`src/rtl/sgu_pkg.sv`:
```
package sgu_pkg;
    localparam int SECTORS = 14;
    localparam int SECT_W  = 4;
    localparam int UNIT_W  = 6;
    localparam int ADDR_W  = 18;
    localparam int DATA_W  = 16;

    typedef enum logic [1:0] {
        OP_PROG       = 2'd0,
        OP_ERASE      = 2'd1,
        OP_LOCK       = 2'd2,
        OP_UNLOCK_ALL = 2'd3
    } op_e;

    typedef enum logic [2:0] {
        ST_IDLE,
        ST_EVAL,
        ST_GRANT,
        ST_REJECT,
        ST_REPLY
    } state_e;
endpackage

```
`src/rtl/sgu_sector_map.sv`:
```
module sgu_sector_map
    import sgu_pkg::*;
(
    input  logic [UNIT_W-1:0] unit,
    input  logic              top,
    output logic [SECT_W-1:0] sect
);
    logic [UNIT_W-1:0] s;
    logic [UNIT_W-1:0] v;

    always_comb begin
        v = unit - 6'd48;
        if (!top) begin
            if (unit < 6'd4)       s = unit;
            else if (unit < 6'd8)  s = 6'd4 + ((unit - 6'd4) >> 1);
            else if (unit < 6'd16) s = 6'd6 + ((unit - 6'd8) >> 2);
            else                   s = 6'd8 + ((unit - 6'd16) >> 3);
        end else begin
            if (unit < 6'd48)      s = unit >> 3;
            else if (v < 6'd4)     s = 6'd6;
            else if (v < 6'd8)     s = 6'd7;
            else if (v < 6'd10)    s = 6'd8;
            else if (v < 6'd12)    s = 6'd9;
            else                   s = 6'd10 + (v - 6'd12);
        end
        sect = SECT_W'(s);
    end
endmodule

```
`src/rtl/sgu_lock_bits.sv`:
```
module sgu_lock_bits
    import sgu_pkg::*;
(
    input  logic               clk,
    input  logic               rst_n,
    input  logic               set_en,
    input  logic [SECT_W-1:0]  set_idx,
    input  logic               clr_all,
    output logic [SECTORS-1:0] bits
);
    for (genvar i = 0; i < SECTORS; i++) begin : g_bit
        always_ff @(posedge clk or negedge rst_n) begin
            if (!rst_n)
                bits[i] <= 1'b0;
            else if (clr_all)
                bits[i] <= 1'b0;
            else if (set_en && set_idx == SECT_W'(i))
                bits[i] <= 1'b1;
        end
    end
endmodule

```
`src/rtl/sgu_id_codes.sv`:
```
module sgu_id_codes
    import sgu_pkg::*;
#(
    parameter logic [7:0] MFR_ID  = 8'h01,
    parameter logic [7:0] DEV_TOP = 8'h0C,
    parameter logic [7:0] DEV_BOT = 8'h0F,
    parameter logic [7:0] DEV_HI  = 8'h22
) (
    input  logic              a6,
    input  logic              a1,
    input  logic              a0,
    input  logic              word_mode,
    input  logic              top,
    input  logic              locked,
    output logic [DATA_W-1:0] code
);
    always_comb begin
        code = '0;
        if (!a6) begin
            unique case ({a1, a0})
                2'b00:   code = {8'h00, MFR_ID};
                2'b01:   code = {(word_mode ? DEV_HI : 8'h00),
                                 (top ? DEV_TOP : DEV_BOT)};
                2'b10:   code = {8'h00, 7'd0, locked};
                default: code = '0;
            endcase
        end
    end
endmodule

```
`src/rtl/sector_guard_unit.sv`:
```
module sector_guard_unit
    import sgu_pkg::*;
#(
    parameter logic [7:0] MFR_ID  = 8'h01,
    parameter logic [7:0] DEV_TOP = 8'h0C,
    parameter logic [7:0] DEV_BOT = 8'h0F,
    parameter logic [7:0] DEV_HI  = 8'h22
) (
    input  logic              clk,
    input  logic              rst_n,
    input  logic              boot_top,
    input  logic              word_mode,
    input  logic              hv_unlock,
    input  logic              req_valid,
    input  logic [1:0]        req_op,
    input  logic              as_rd,
    input  logic [ADDR_W-1:0] addr,
    output logic              ready,
    output logic              grant,
    output logic              reject,
    output logic [SECT_W-1:0] grant_sector,
    output logic              as_valid,
    output logic [DATA_W-1:0] as_data
);
    state_e             st_q, st_d;
    op_e                op_q;
    logic               is_read_q;
    logic [SECT_W-1:0]  sect_q;
    logic               a6_q, a1_q, a0_q;
    logic [DATA_W-1:0]  reply_q;
    logic [SECT_W-1:0]  sect_in;
    logic [SECTORS-1:0] prot_bits;
    logic [DATA_W-1:0]  id_code;
    logic               accept;
    logic               deny;
    logic               all_locked;
    logic               sel_locked;
    logic               lock_set;
    logic               lock_clr;
    logic               unused_addr_bits;

    assign unused_addr_bits = ^{addr[11:7], addr[5:2]};

    sgu_sector_map u_map (
        .unit (addr[ADDR_W-1:ADDR_W-UNIT_W]),
        .top  (boot_top),
        .sect (sect_in)
    );

    sgu_lock_bits u_bits (
        .clk     (clk),
        .rst_n   (rst_n),
        .set_en  (lock_set),
        .set_idx (sect_q),
        .clr_all (lock_clr),
        .bits    (prot_bits)
    );

    sgu_id_codes #(
        .MFR_ID  (MFR_ID),
        .DEV_TOP (DEV_TOP),
        .DEV_BOT (DEV_BOT),
        .DEV_HI  (DEV_HI)
    ) u_ids (
        .a6        (a6_q),
        .a1        (a1_q),
        .a0        (a0_q),
        .word_mode (word_mode),
        .top       (boot_top),
        .locked    (sel_locked),
        .code      (id_code)
    );

    assign accept     = (st_q == ST_IDLE) && (req_valid || as_rd);
    assign all_locked = &prot_bits;
    assign sel_locked = prot_bits[sect_q];

    // Decision made in ST_EVAL from latched request and live unlock flag
    always_comb begin
        unique case (op_q)
            OP_PROG, OP_ERASE: deny = sel_locked && !hv_unlock;
            OP_LOCK:           deny = 1'b0;
            OP_UNLOCK_ALL:     deny = !all_locked;
            default:           deny = 1'b1;
        endcase
    end

    assign lock_set = (st_q == ST_EVAL) && !is_read_q && (op_q == OP_LOCK);
    assign lock_clr = (st_q == ST_EVAL) && !is_read_q &&
                      (op_q == OP_UNLOCK_ALL) && all_locked;

    // State register
    always_ff @(posedge clk or negedge rst_n) begin
        if (!rst_n) st_q <= ST_IDLE;
        else        st_q <= st_d;
    end

    // Next state
    always_comb begin
        st_d = st_q;
        unique case (st_q)
            ST_IDLE:   if (req_valid || as_rd) st_d = ST_EVAL;
            ST_EVAL: begin
                if (is_read_q)  st_d = ST_REPLY;
                else if (deny)  st_d = ST_REJECT;
                else            st_d = ST_GRANT;
            end
            ST_GRANT:  st_d = ST_IDLE;
            ST_REJECT: st_d = ST_IDLE;
            ST_REPLY:  st_d = ST_IDLE;
            default:   st_d = ST_IDLE;
        endcase
    end

    // Request capture and reply register
    always_ff @(posedge clk or negedge rst_n) begin
        if (!rst_n) begin
            op_q      <= OP_PROG;
            is_read_q <= 1'b0;
            sect_q    <= '0;
            a6_q      <= 1'b0;
            a1_q      <= 1'b0;
            a0_q      <= 1'b0;
            reply_q   <= '0;
        end else begin
            if (accept) begin
                op_q      <= op_e'(req_op);
                is_read_q <= !req_valid;
                sect_q    <= sect_in;
                a6_q      <= addr[6];
                a1_q      <= addr[1];
                a0_q      <= addr[0];
            end
            if (st_q == ST_EVAL && is_read_q)
                reply_q <= id_code;
        end
    end

    // Outputs
    always_comb begin
        ready        = 1'b0;
        grant        = 1'b0;
        reject       = 1'b0;
        as_valid     = 1'b0;
        as_data      = '0;
        grant_sector = sect_q;
        unique case (st_q)
            ST_IDLE:   ready = 1'b1;
            ST_EVAL:   ;
            ST_GRANT:  grant = 1'b1;
            ST_REJECT: reject = 1'b1;
            ST_REPLY: begin
                as_valid = 1'b1;
                as_data  = reply_q;
            end
            default:   ;
        endcase
    end
endmodule

```
`config.mk`:
```
export PLATFORM = sky130hd
export DESIGN_NAME = sector_guard_unit
export DESIGN_NICKNAME = d
export VERILOG_FILES = /design/src/rtl/sgu_pkg.sv /design/src/rtl/sgu_sector_map.sv /design/src/rtl/sgu_lock_bits.sv /design/src/rtl/sgu_id_codes.sv /design/src/rtl/sector_guard_unit.sv
export SDC_FILE = /design/constraint.sdc
export NUM_CORES = 1
export LEC_CHECK = 0
export BUFFER_PORTS_ARGS = -buffer_cell sky130_fd_sc_hd__clkbuf_2
export CORE_MARGIN = 4
export CORE_UTILIZATION = 47
export DETAILED_ROUTE_END_ITERATION = 12
export PLACE_DENSITY = 0.73
export SYNTH_ARGS = -nofsm -noshare
export SYNTH_HDL_FRONTEND = slang
export SYNTH_SLANG_ARGS = --single-unit
```
`constraint.sdc`:
```
create_clock -name clk -period 1.43 [get_ports clk]
set_input_delay 0.286 -clock clk [delete_from_list [all_inputs] [get_ports clk]]
set_output_delay 0.286 -clock clk [all_outputs]
set_load 0.1 [all_outputs]
```
# Word level (Yosys, flattened, before mapping)
# Cells that the tools add are included.
# totals
ff_bits,43
inputBits,27
# classes
n_addsub,9
n_lt_le_gt_ge,9
n_eq_ne,23
n_mux,53
reduce_logical,46
# ops
cell,n
one-hot mux 16 bit (3 select lines),1
two-way mux 4 bit,9
two-way mux 1 bit,34
two-way mux 16 bit,2
nonzero test 2 bit,14
"equality test 4 bit, second input constant",6
"less-than comparator 6 x 4 -> 1 bit, second input constant",4
logical AND 1 bit,21
"equality test 4 x 3 -> 1 bit, second input constant",4
AND reduction 14 bit,1
"less-than comparator 6 x 3 -> 1 bit, second input constant",2
"adder 3 x 4 -> 4 bit, first input constant",2
"equality test 4 x 2 -> 1 bit, second input constant",2
"equality test 2 bit, second input constant",3
"equality test 3 x 2 -> 1 bit, second input constant",2
"less-than comparator 6 x 5 -> 1 bit, second input constant",1
"less-than comparator 6 bit, second input constant",1
two-way mux 3 bit,2
two-way mux 6 bit,1
one-hot mux 3 bit (2 select lines),1
"subtractor 6 x 4 -> 6 bit, second input constant",1
"subtractor 6 x 5 -> 6 bit, second input constant",1
"subtractor 6 bit, second input constant",1
"less-than comparator 4 x 5 -> 1 bit, second input constant",1
18 further kinds,23

# Longest topological paths before layout
# depth
ltp_word,9
mapped_depth,8

# Modules after synthesis
# Synthesis repeated with hierarchy kept, for this count alone.
# unflattened
cells_unflattened,235
hier_area_um2,2484.9
# modules_own_cells
module,n_inst,cells_per_inst,area_per_inst_um2,seq_area_each_um2
sector_guard_unit,1,115,1426.4,725.7
sgu_lock_bits,1,53,588.1,350.3
sgu_sector_map,1,47,334.1,0.0
sgu_id_codes,1,20,136.4,0.0

# Least setup slack after synthesis
# No wires, ideal clock.
# synth_timing
path_type,flip-flop to output port
from,register st_q[1]
to,output as_data[13]
arrival_ns,4.244
slack_ns,-3.100
path_stages_with_launch,4
n_path_buf,1
cell_sequence,dfrtp_1 > nor3b_1 > and2_1 > buf_4
# synth_via
elab_chain_cells,2
# synth_rtl
item,line,text
start: declaration,sector_guard_unit.sv:25,"state_e st_q, st_d;"
start signal: assignment,sector_guard_unit.sv:95,else st_q <= st_d;
equality test 3 bit,sector_guard_unit.sv:147,unique case (st_q)
two-way mux 16 bit,sector_guard_unit.sv:147,
end: declaration,sector_guard_unit.sv:23,output logic [DATA_W-1:0] as_data
# Every way passes these cells.

# Worst setup path after layout
# layout_timing
from,register st_q[0]
to,output ready
# layout_via
elab_chain_cells,2
# layout_rtl
item,line,text
logical NOT 3 bit,sector_guard_unit.sv:147,
two-way mux 1 bit,sector_guard_unit.sv:147,
end: declaration,sector_guard_unit.sv:18,"output logic ready,"
# Every way passes these cells.

==> impl_metrics.tcl <==
set metrics [dict create \
    drive_gt1_share_pct 53.0 \
    crit_path_end "ready" \
    leakage_nw 1.36 \
    drv_slew 0 \
    grt_pass1_vias 1859 \
    wl_per_cell_um 16.5 \
    placed_area_mm2 0.00260 \
    ys_warn_count 0 \
    ys_top_cells_by_area "dfrtp_1, ha_1, buf_4" \
    crit_chain "buf_12, nor3_4, buf_6, buf_12" \
    end_kind "output port" \
    die_area_mm2 0.00512 \
    syn_inst 200 \
    dr_total_vias 1794 \
    rr_startpoint "grant_sector[1]" \
    std_cell_rows 22 \
    hold_viol_final 0 \
    h-tree-depth 2 \
    vias_per_cell 5.49 \
    synth_edf_count 0 \
    ios 51 \
    area_delta_synth_final_pct 57.0 \
    core_area_mm2 0.00377 \
    synthXorXnorAreaFrac_pct 0.461 \
    drc 0 \
    hold_path.class "in -> reg" \
    synthArstFlopShare_pct 100 \
    r2r_slack_ns -0.24 \
    globalplace.congestion 0.890 \
    start_util_pct 50.3 \
    layout_min_cycle_time_ns 1.68 \
    path_clk_slew_ns 0.07 \
    ys_seq_elements 31 \
    seq_area_frac_synth_pct 40.9 \
    synth_area_mm2 0.00190 \
    cts_buffers 5 \
    finalClockSkew_ns 0.00450 \
    status "finished with violations" \
    grt_max_degree 18 \
    synth_cell_types 44 \
    synth-compound-area-share_pct 16.2 \
    port_buffers 31 \
    grt_overflow 0 \
    critPathRequiredTime_ns 1.14 \
    synth_top_area_share_pct 40.9 \
    cp_common_cell "buf_12" \
    avgSynthCellArea_um2 9.49 \
    synthTopCellsByCount "dfrtp_1, nor2_1, a21oi_1" \
    synth_top_family_by_area "simple AND/OR/NAND/NOR gates" \
    cts_buffer_depth 2 \
    finalCritPeriodShare_pct 118 \
    synthAdderAreaFrac_pct 5.27 \
    antenna_found_initial 0 \
    crit_path_max_fanout 3 \
    yosysTopAreaCell "dfrtp_1" \
    synthSimpleGateAreaFrac_pct 19.8 \
    clockRootBuffer "clkbuf_8" \
    fin_util_pct 79.0 \
    cts_sinks 31 \
    setup_viol 32 \
    nets 313 \
    cts_tree "done" \
    die_y_um 71.6 \
    synth_top_flop_cell "dfrtp_1" \
    dr.pass1.iters 4 \
    worstPathArrival_ns 1.39 \
    dp_slack_ns -0.255 \
    fin_cells 327 \
    rsz0062_at_grt "yes" \
    timing.fmax_ghz 0.595 \
    timing.rr.end "reply_q[0]" \
    finalInstanceArea_mm2 0.00298 \
    post-dp-hpwl_mm 3.49 \
    fill_cells 218 \
    synthMuxAreaShare_pct 8.50 \
    hold-path-cell-count 2 \
    grt_pass1_wl_mm 8.25 \
    clock_latency_ns 0.28 \
    drtIter0Drc 104 \
    grtUsageTotal_pct 20.4 \
    cpPeakStageDelay_ns 0.45 \
    fin_ws_ns -0.250 \
    violations "negative setup slack" \
    worstSetupStartpointType "flip-flop" \
    power_density_mw_per_mm2 2210 \
    crit_start "st_q[0]" \
    r2r_cells 5 \
    place_inst 309 \
    drtAntennaViolNets 0 \
    die_x_um 71.6 \
    cap_violations 0 \
    antenna_cells 0 \
    hold_ws_ns 0.238 \
    crit_type "reg -> out" \
    drt_wl_total_mm 5.40 \
    yosysMostFrequentCell "dfrtp_1" \
    cp_slowest_cell "dfrtp_2" \
    irDropWorstVdd_mv 1.42 \
]
[how the worst min path moves through the flow]
stage / endpoint / from
floorplan: a0_q / rst_n
global route: a0_q / addr[0]
CTS: reply_q[9] / word_mode
detailed placement: u_bits.bits[10] / rst_n
finish: a6_q / addr[6]
global placement: u_bits.bits[10] / rst_n
[power by group]
part,internal [mW],switching [mW],total (mW),leakage (nW)
combinational,1.82,2.32,4.15,0.914
sequential,1.29,0.451,1.74,0.393
clock,0.387,0.317,0.704,0.0482
total,3.51,3.09,6.60,1.36
[repair_timing]
item | CTS | global route
endpoints found under the hold margin | 14 | 0
cloned | 1 | 0
endpoints found under the setup margin | 28 | 39
hold buffers | 1 | 0
pin swaps | 13 | 18
buffers inserted | 8 | 1
resized for setup | 21 | 29
[metal layers]
layer / up-vias / GRT usage [%] / share of wire, %
li1: 845 / - / -
met1: 871 / 24.5 / 40
met2: 68 / 35.8 / 53
met3: 10 / 4.49 / 4.9
met4: 0 / 7.52 / 1.5
met5: - / 0 / 0
[registers in the layout (all words and copies together), names as in the netlist]
register      count
u_bits.bits      14
a6_q              1
op_q              2
is_read_q         1
a0_q              1
a1_q              1
grant_sector      4
reply_q           4
st_q              3
[critical path, delay by kind of cell, from the launching register on]
family | cells | cell delay [ns]
buf+inv | 3 | 0.44
simple gates | 1 | 0.21
flops | 1 | 0.45
[layout by cell type (no fill, tap or decap), types with 4 or more instances in the layout]
master | Yosys | final
dfrtp_1 | 31 | 24
nand2_1 | 15 | 13
ha_1 | 8 | 8
a21oi_2 | 0 | 10
clkbuf_8 | 0 | 6
dfrtp_2 | 0 | 5
buf_12 | 0 | 17
buf_6 | 1 | 8
a31oi_1 | 4 | 4
inv_1 | 9 | 8
clkbuf_2 | 0 | 17
nor2b_1 | 5 | 4
mux2_2 | 5 | 5
conb_1 | 1 | 10
o21ai_0 | 10 | 8
nor2_2 | 0 | 7
buf_4 | 13 | 36
a21oi_1 | 17 | 7
nor2_1 | 24 | 14
mux2i_1 | 6 | 6
nand4_1 | 4 | 4
[cells by family after synthesis]
group	count (synthesis)
DFF	31
other	1
xor gates and xnor gates	1
adders and majority gates	8
buffers and inverters	28
and+or+nand+nor	70
AOI/OAI and AO/OA	48
muxes	13
[through the flow]
step / setup TNS, ns / power, mW
after global placement: -1.35 / 4.97
after global routing: -7.03 / 6.90
final: -4.92 / 6.60
after floorplan: -12.51 / 3.89
after detailed placement: -1.93 / 5.05
after CTS: -4.01 / 6.20
[layout make-up]
type / count / area, µm² / share of cell area (%)
Multi-Input combinational cell: 151 / 1190 / 40.1
Sequential cell: 31 / 790 / 26.5
Clock buffer: 7 / 86.3 / 2.90
Inverter: 9 / 33.8 / 1.13
Clock inverter: 1 / 5.00 / 0.168
Tap cell: 48 / 60.1 / 2.02
Timing Repair Buffer: 80 / 811 / 27.2
No activity file was read; power rests on OpenSTA's default activity.
